`src/rtl/hz_pkg.sv`:
```
package hz_pkg;

  localparam int MAX_REG_W = 8;

  typedef enum logic [1:0] {
    FWD_RF  = 2'd0,
    FWD_WB  = 2'd1,
    FWD_MEM = 2'd2
  } fwd_sel_e;

  // A stage feeds a source only if it writes, targets a real register and names that source.
  function automatic logic feeds(input logic [MAX_REG_W-1:0] src,
                                 input logic [MAX_REG_W-1:0] dst,
                                 input logic                 wr);
    return wr && (dst != '0) && (dst == src);
  endfunction

  function automatic fwd_sel_e pick_source(input logic byp, input logic from_mem,
                                           input logic from_wb);
    if (!byp)     return FWD_RF;
    if (from_mem) return FWD_MEM;
    if (from_wb)  return FWD_WB;
    return FWD_RF;
  endfunction

endpackage

```
`src/rtl/hz_stall_unit.sv`:
```
module hz_stall_unit
  import hz_pkg::*;
#(
  parameter int REG_W = 5,
  parameter int NSRC  = 2
) (
  input  logic [NSRC-1:0][REG_W-1:0] d_src,
  input  logic [REG_W-1:0]           x_rd,
  input  logic                       x_we,
  input  logic                       x_is_load,
  input  logic [REG_W-1:0]           m_rd,
  input  logic                       m_we,
  input  logic                       bypass_en,
  output logic                       raw_x_hit,
  output logic                       raw_m_hit,
  output logic                       load_use_hit,
  output logic                       stall_req
);
  logic [NSRC-1:0] hit_x, hit_m;

  for (genvar s = 0; s < NSRC; s++) begin : g_src
    assign hit_x[s] = feeds(MAX_REG_W'(d_src[s]), MAX_REG_W'(x_rd), x_we);
    assign hit_m[s] = feeds(MAX_REG_W'(d_src[s]), MAX_REG_W'(m_rd), m_we);
  end

  assign raw_x_hit    = |hit_x;
  assign raw_m_hit    = |hit_m;
  assign load_use_hit = raw_x_hit && x_is_load;
  assign stall_req    = bypass_en ? load_use_hit : (raw_x_hit || raw_m_hit);
endmodule

```
`src/rtl/hz_fwd_unit.sv`:
```
module hz_fwd_unit
  import hz_pkg::*;
#(
  parameter int REG_W = 5,
  parameter int NSRC  = 2
) (
  input  logic [NSRC-1:0][REG_W-1:0] x_src,
  input  logic [REG_W-1:0]           m_rd,
  input  logic                       m_we,
  input  logic [REG_W-1:0]           w_rd,
  input  logic                       w_we,
  input  logic                       bypass_en,
  output logic [NSRC-1:0][1:0]       sel
);
  for (genvar s = 0; s < NSRC; s++) begin : g_path
    logic from_mem, from_wb;
    assign from_mem = feeds(MAX_REG_W'(x_src[s]), MAX_REG_W'(m_rd), m_we);
    assign from_wb  = feeds(MAX_REG_W'(x_src[s]), MAX_REG_W'(w_rd), w_we);
    assign sel[s]   = pick_source(bypass_en, from_mem, from_wb);
  end
endmodule

```
`src/rtl/hz_latch_ctrl.sv`:
```
module hz_latch_ctrl (
  input  logic stall_req,
  input  logic flush,
  output logic stall,
  output logic pc_we,
  output logic fd_we,
  output logic fd_clr,
  output logic dx_clr
);
  always_comb begin
    stall  = stall_req && !flush;
    pc_we  = !stall;
    fd_we  = !stall;
    fd_clr = flush;
    dx_clr = flush || stall;
  end
endmodule

```
`src/rtl/hz_perf_cnt.sv`:
```
module hz_perf_cnt #(
  parameter int CNT_W = 32,
  parameter int OP_W  = 4
) (
  input  logic             clk,
  input  logic             rst_n,
  input  logic [OP_W-1:0]  w_opcode,
  output logic             retire_evt,
  output logic [CNT_W-1:0] cycle_cnt,
  output logic [CNT_W-1:0] retire_cnt
);
  assign retire_evt = (w_opcode != '0);

  always_ff @(posedge clk) begin
    if (!rst_n) begin
      cycle_cnt  <= '0;
      retire_cnt <= '0;
    end else begin
      cycle_cnt  <= cycle_cnt + 1'b1;
      if (retire_evt) retire_cnt <= retire_cnt + 1'b1;
    end
  end
endmodule

```
`src/rtl/hazard_ctrl.sv`:
```
module hazard_ctrl
  import hz_pkg::*;
#(
  parameter int REG_W = 5,
  parameter int OP_W  = 4,
  parameter int CNT_W = 32
) (
  input  logic             clk,
  input  logic             rst_n,
  input  logic             bypass_en,
  input  logic [REG_W-1:0] d_rs1,
  input  logic [REG_W-1:0] d_rs2,
  input  logic [REG_W-1:0] x_rs1,
  input  logic [REG_W-1:0] x_rs2,
  input  logic [REG_W-1:0] x_rd,
  input  logic             x_we,
  input  logic             x_is_load,
  input  logic             x_br_taken,
  input  logic [REG_W-1:0] m_rd,
  input  logic             m_we,
  input  logic [REG_W-1:0] w_rd,
  input  logic             w_we,
  input  logic [OP_W-1:0]  w_opcode,
  output logic             stall,
  output logic             pc_we,
  output logic             fd_we,
  output logic             fd_clr,
  output logic             dx_clr,
  output logic [1:0]       fwd_a,
  output logic [1:0]       fwd_b,
  output logic [CNT_W-1:0] cycle_cnt,
  output logic [CNT_W-1:0] retire_cnt
);
  localparam int NSRC = 2;

  logic [NSRC-1:0][REG_W-1:0] d_src, x_src;
  logic [NSRC-1:0][1:0]       sel;
  logic raw_x_hit, raw_m_hit, load_use_hit, stall_req, retire_evt;

  assign d_src = {d_rs2, d_rs1};
  assign x_src = {x_rs2, x_rs1};

  hz_stall_unit #(.REG_W(REG_W), .NSRC(NSRC)) u_stall (
    .d_src(d_src), .x_rd(x_rd), .x_we(x_we), .x_is_load(x_is_load),
    .m_rd(m_rd), .m_we(m_we), .bypass_en(bypass_en),
    .raw_x_hit(raw_x_hit), .raw_m_hit(raw_m_hit),
    .load_use_hit(load_use_hit), .stall_req(stall_req)
  );

  hz_fwd_unit #(.REG_W(REG_W), .NSRC(NSRC)) u_fwd (
    .x_src(x_src), .m_rd(m_rd), .m_we(m_we), .w_rd(w_rd), .w_we(w_we),
    .bypass_en(bypass_en), .sel(sel)
  );

  hz_latch_ctrl u_latch (
    .stall_req(stall_req), .flush(x_br_taken), .stall(stall),
    .pc_we(pc_we), .fd_we(fd_we), .fd_clr(fd_clr), .dx_clr(dx_clr)
  );

  hz_perf_cnt #(.CNT_W(CNT_W), .OP_W(OP_W)) u_cnt (
    .clk(clk), .rst_n(rst_n), .w_opcode(w_opcode), .retire_evt(retire_evt),
    .cycle_cnt(cycle_cnt), .retire_cnt(retire_cnt)
  );

  assign fwd_a = sel[0];
  assign fwd_b = sel[1];
endmodule

```
`config.mk`:
```
export PLATFORM = sky130hd
export DESIGN_NAME = hazard_ctrl
export DESIGN_NICKNAME = d
export VERILOG_FILES = /design/src/rtl/hz_pkg.sv /design/src/rtl/hz_stall_unit.sv /design/src/rtl/hz_fwd_unit.sv /design/src/rtl/hz_latch_ctrl.sv /design/src/rtl/hz_perf_cnt.sv /design/src/rtl/hazard_ctrl.sv
export SDC_FILE = /design/constraint.sdc
export NUM_CORES = 1
export LEC_CHECK = 0
export ABC_AREA = 1
export BUFFER_PORTS_ARGS = -buffer_cell sky130_fd_sc_hd__buf_2
export CAP_MARGIN = 20
export CORE_ASPECT_RATIO = 0.6
export CORE_MARGIN = 4
export CORE_UTILIZATION = 40
export CTS_CLUSTER_SIZE = 16
export DETAILED_ROUTE_END_ITERATION = 8
export PLACE_DENSITY = 0.65
export SETUP_SLACK_MARGIN = 0.3
export SYNTH_ARGS = -nofsm -noshare
export SYNTH_HDL_FRONTEND = slang
export SYNTH_HIERARCHICAL = 1
export SYNTH_SLANG_ARGS = --single-unit
```
`constraint.sdc`:
```
create_clock -name clk -period 3.3 [get_ports clk]
set_input_delay 0.66 -clock clk [delete_from_list [all_inputs] [get_ports clk]]
set_output_delay 0.66 -clock clk [all_outputs]
set_load 0.01 [all_outputs]
```
Word level (Yosys, flattened, before mapping)
Index checks and enable logic that the tools add are counted.
{ "totals": {"reg_bits": 64, "latchBits": 0, "ram_bits": 0, "mem_bits_ro": 0, "input_bits": 47, "output_inout_bits": 73, "wordCells": 57, "n_memories": 0} }
{ "classes": {"add_sub_neg": 2, "n_mul": 0, "div_mod_pow": 0, "n_lt_le_gt_ge": 0, "n_eq_ne": 8, "shifts": 0, "muxes": 22, "bitwise": 0, "reduce_logical": 23} }
{ "ops": {"columns": ["cell", "n"], "rows": [
  ["adder 32 x 1 -> 32 bit (second input constant)", 2],
  ["== test 5 bit", 8],
  ["2-to-1 mux 2 bit", 11],
  ["nonzero test 5 bit", 3],
  ["logical AND 1 bit", 13],
  ["2-to-1 mux 1 bit", 11],
  ["nonzero test 4 bit", 1],
  ["OR reduction 2 bit", 2],
  ["zero test 1 bit", 2],
  ["logical OR 1 bit", 2]
]} }

Depth between registers and ports, before layout
{ "logic_depth": {"word_depth": 10, "mapped_depth": 12, "depth_no_buf": 12} }

Hierarchy
Netlist, hierarchy kept.
{ "by_module_without_submodules": {"columns": ["mod", "instances", "cells_each", "area_each_um2"], "rows": [
  ["hz_perf_cnt", 1, 530, 3418.3],
  ["hz_stall_unit", 1, 101, 444.2],
  ["hz_fwd_unit", 1, 96, 396.6],
  ["hz_latch_ctrl", 1, 7, 36.3]
]} }

Worst setup path before layout
Ideal clock, no wire load.
{ "synth_path": {"path_kind": "input-to-output", "startpoint": "in x_rd[3]", "endpoint": "out pc_we", "arrival_time_ns": 1.508, "required_ns": 2.640, "slack_ns": 1.132, "stages": 10, "n_path_buf": 1, "path_cell_list": "inv_1 > nand4_1 > o21ai_0 > inv_2 > nand2_2 > nand2_1 > nand2_1 > nand2_1 > nand2_1 > buf_4"} }
{ "synth_via": {"elab_chain_cells": 8, "elab_cells_between_ends": 12, "cone_classes": "eq/ne (2); mux (1); reduce/logical (9)"} }
{ "synth_rtl": {"columns": ["element", "line_no", "rtl"], "rows": [
  ["start, declared", "hazard_ctrl.sv:15", "input logic [REG_W-1:0] x_rd,"],
  ["nonzero test 5 bit", "hz_pkg.sv:15", "return wr && (dst != '0) && (dst == src);"],
  ["logical AND 1 bit (2 in a row)", "hz_pkg.sv:15", null],
  ["OR reduction 2 bit *", "hz_stall_unit.sv:26", "assign raw_x_hit = |hit_x;"],
  ["logical OR 1 bit or logical AND 1 bit (tied branches)", "hz_stall_unit.sv:29, hz_stall_unit.sv:28", null],
  ["2-to-1 mux 1 bit *", "hz_stall_unit.sv:29", "assign stall_req = bypass_en ? load_use_hit : (raw_x_hit || raw_m_hit);"],
  ["named net stall_req", "hazard_ctrl.sv:38", "logic raw_x_hit, raw_m_hit, load_use_hit, stall_req, retire_evt;"],
  ["logical AND 1 bit *", "hz_latch_ctrl.sv:11", "stall = stall_req && !flush;"],
  ["zero test 1 bit *", null, null],
  ["end, declared", "hazard_ctrl.sv:25", "output logic pc_we,"]
]} }
The timed path passes the listed nets; every way through them passes the cells marked *.

Final worst setup path
{ "layout_path": {"startpoint": "in m_rd[2]", "endpoint": "out stall"} }
{ "layout_via": {"elab_chain_cells": 7, "elab_cells_between_ends": 10, "cone_classes": "eq/ne (2); mux (1); reduce/logical (7)"} }
{ "layout_rtl": {"columns": ["element", "line_no", "rtl"], "rows": [
  ["start, declared", "hazard_ctrl.sv:19", "input logic [REG_W-1:0] m_rd,"],
  ["nonzero test 5 bit", "hz_pkg.sv:15", null],
  ["logical AND 1 bit (2 in a row)", "hz_pkg.sv:15", null],
  ["OR reduction 2 bit *", "hz_stall_unit.sv:27", "assign raw_m_hit = |hit_m;"],
  ["logical OR 1 bit *", "hz_stall_unit.sv:29", null],
  ["2-to-1 mux 1 bit *", "hz_stall_unit.sv:29", null],
  ["named net stall_req", "hazard_ctrl.sv:38", null],
  ["logical AND 1 bit *", "hz_latch_ctrl.sv:11", null],
  ["end, declared", "hazard_ctrl.sv:24", "output logic stall,"]
]} }
Marked as above.

==> flow_metrics.tcl <==
set metrics [dict create \
    endpoint_kind "primary output" \
    grt_max_degree 36 \
    antenna_found_initial 0 \
    clockRootBuffer "clkbuf_16" \
    clock_path_buffers 2 \
    pwr_density_cell_mw_per_mm2 359 \
    cts-hold-fix-buffers 0 \
    coreArea_mm2 0.0102 \
    grt_pass1_wl_um 20900 \
    fin_cells 992 \
    ir_drop_uv 229 \
    hp-start "u_cnt/retire_cnt[6]" \
    ys_warn_count 6 \
    vias_per_cell 4.90 \
    finClkSkew_ns 0.00742 \
    postCtsSetupBuffers 0 \
    drt-initial-drc-count 447 \
    ant_nets 0 \
    place_inst 976 \
    finalHoldViolations 0 \
    syn_area_mm2 0.00428 \
    cts.clk_slew.worst_paths_ns 0.05 \
    rr_endpoint "u_cnt/cycle_cnt[26]" \
    required_ns 2.64 \
    gp_congestion 0.940 \
    status "completed" \
    rsz0062_at_grt "false" \
    hp-class "flip-flop to flip-flop" \
    cts_resized 0 \
    setup_viol 0 \
    wl_per_cell_um 13.3 \
    total_power_mw 1.90 \
    port_buffers 119 \
    fmax_ghz 0.402 \
    row_count 28 \
    nets 901 \
    slew_viol_final 0 \
    worst_ep_arrival_time_ns 1.83 \
    die-area_mm2 0.0125 \
    layout_commonest_cell "nand2_1" \
    dr.pass1.iters 5 \
    num_vias 4861 \
    min_path_cells 2 \
    area_growth_pct 23.8 \
    die_h_um 88.1 \
    design.portCount 120 \
    overflow 0 \
    initial_utilization_pct 42.1 \
    slew_headroom_pct 67.9 \
    reg2regPathDepth 7 \
    grt_pass1_vias 4213 \
    r2r-start "u_cnt/cycle_cnt[0]" \
    critPathKind "input pin to primary output" \
    r2r_slack_ns 1.47 \
    routed_wl_um 13200 \
    drc 0 \
    layout_common_cells "nand2_1 (224), buf_2 (119), nor2_1 (115)" \
    drive_gt1_share_pct 21.1 \
    setup-tns-final_ns 0 \
    cts_tree "yes" \
    cts_num_sinks 64 \
    syn_inst 730 \
    syn_avg_cell_area_um2 5.86 \
    fp.dieW_um 142 \
    syn-num-nets 779 \
    hpwlAfterDp_um 10300 \
    numCtsBuffers 9 \
    tightest_slew_ns 0.480 \
    path_max_fanout 7 \
    grt_use_total_pct 21.1 \
    clk_latency_ns 0.33 \
    diodes 0 \
    power_leakage_nw 2.55 \
    period_minus_slack_ns 2.49 \
    fin_crit_sh_pct 75.4 \
    whs_endpoint "u_cnt/retire_cnt[6]" \
    fin_util_pct 52.2 \
    start_kind "input pin" \
    htreeDepth 3 \
    drv_cap 0 \
    holdWs_ns 0.475 \
]
-- worst max-delay path: stages --
cell and delay (ns):
buf_2 0.17, inv_1 0.09, nand2_1 0.06, nand2_1 0.04, nor2_1 0.12, nand3_1 0.10
nand2_2 0.08, nand2_4 0.04, nand2_1 0.05, nand2_1 0.04, nand2_1 0.08, inv_1 0.07
nor2_2 0.08, buf_2 0.13
-- power breakdown --
group          leakage, nW  switching [mW]  internal (mW)  total (mW)
Clock                0.138           0.348          0.580       0.928
Combinational         1.90           0.117         0.0706       0.187
Sequential           0.517         0.00799          0.780       0.788
-- state kept, by name, summed over array words and instances, names as in the netlist --
signal            count
u_cnt/cycle_cnt      32
u_cnt/retire_cnt     32
-- layer usage --
layer  wire length [µm]  up-vias  GRT usage [%]  share of wire [%]
li1                   -     2504              -                  -
met2               5040      216           28.4                 38
met5                  0        -              0                  0
met4                 73        0           4.36               0.55
met1               6750     2133           33.1                 51
met3               1350        8           5.56                 10
-- area by class of cell --
| class | count | area (µm²) |
|---|---|---|
| Fill cell | 1084 | 4860 |
| Clock buffer | 10 | 229 |
| Sequential cell | 64 | 1280 |
| Multi-Input combinational cell | 538 | 2510 |
| Tap cell | 135 | 169 |
| Timing Repair Buffer | 121 | 611 |
| Inverter | 118 | 443 |
| Clock inverter | 6 | 60.1 |
-- worst max path at each step --
stage | from | endpoint | slack [ns]
finish | m_rd[2] | stall | 0.81
global route | m_rd[2] | stall | 0.67
CTS | m_rd[2] | stall | 0.82
detailed placement | m_rd[2] | stall | 0.83
global placement | m_rd[2] | stall | 0.88
floorplan | x_rd[3] | pc_we | 1.15
-- through the flow --
stage	worst slack, ns	cell area [µm²]
2_1_floorplan	1.15	4280
3_3_place_gp	0.881	5010
3_5_place_dp	0.829	5010
4_1_cts	0.825	5300
5_1_grt	0.669	5300
6_report	0.812	5300
No activity file was read; power rests on OpenSTA's default activity.
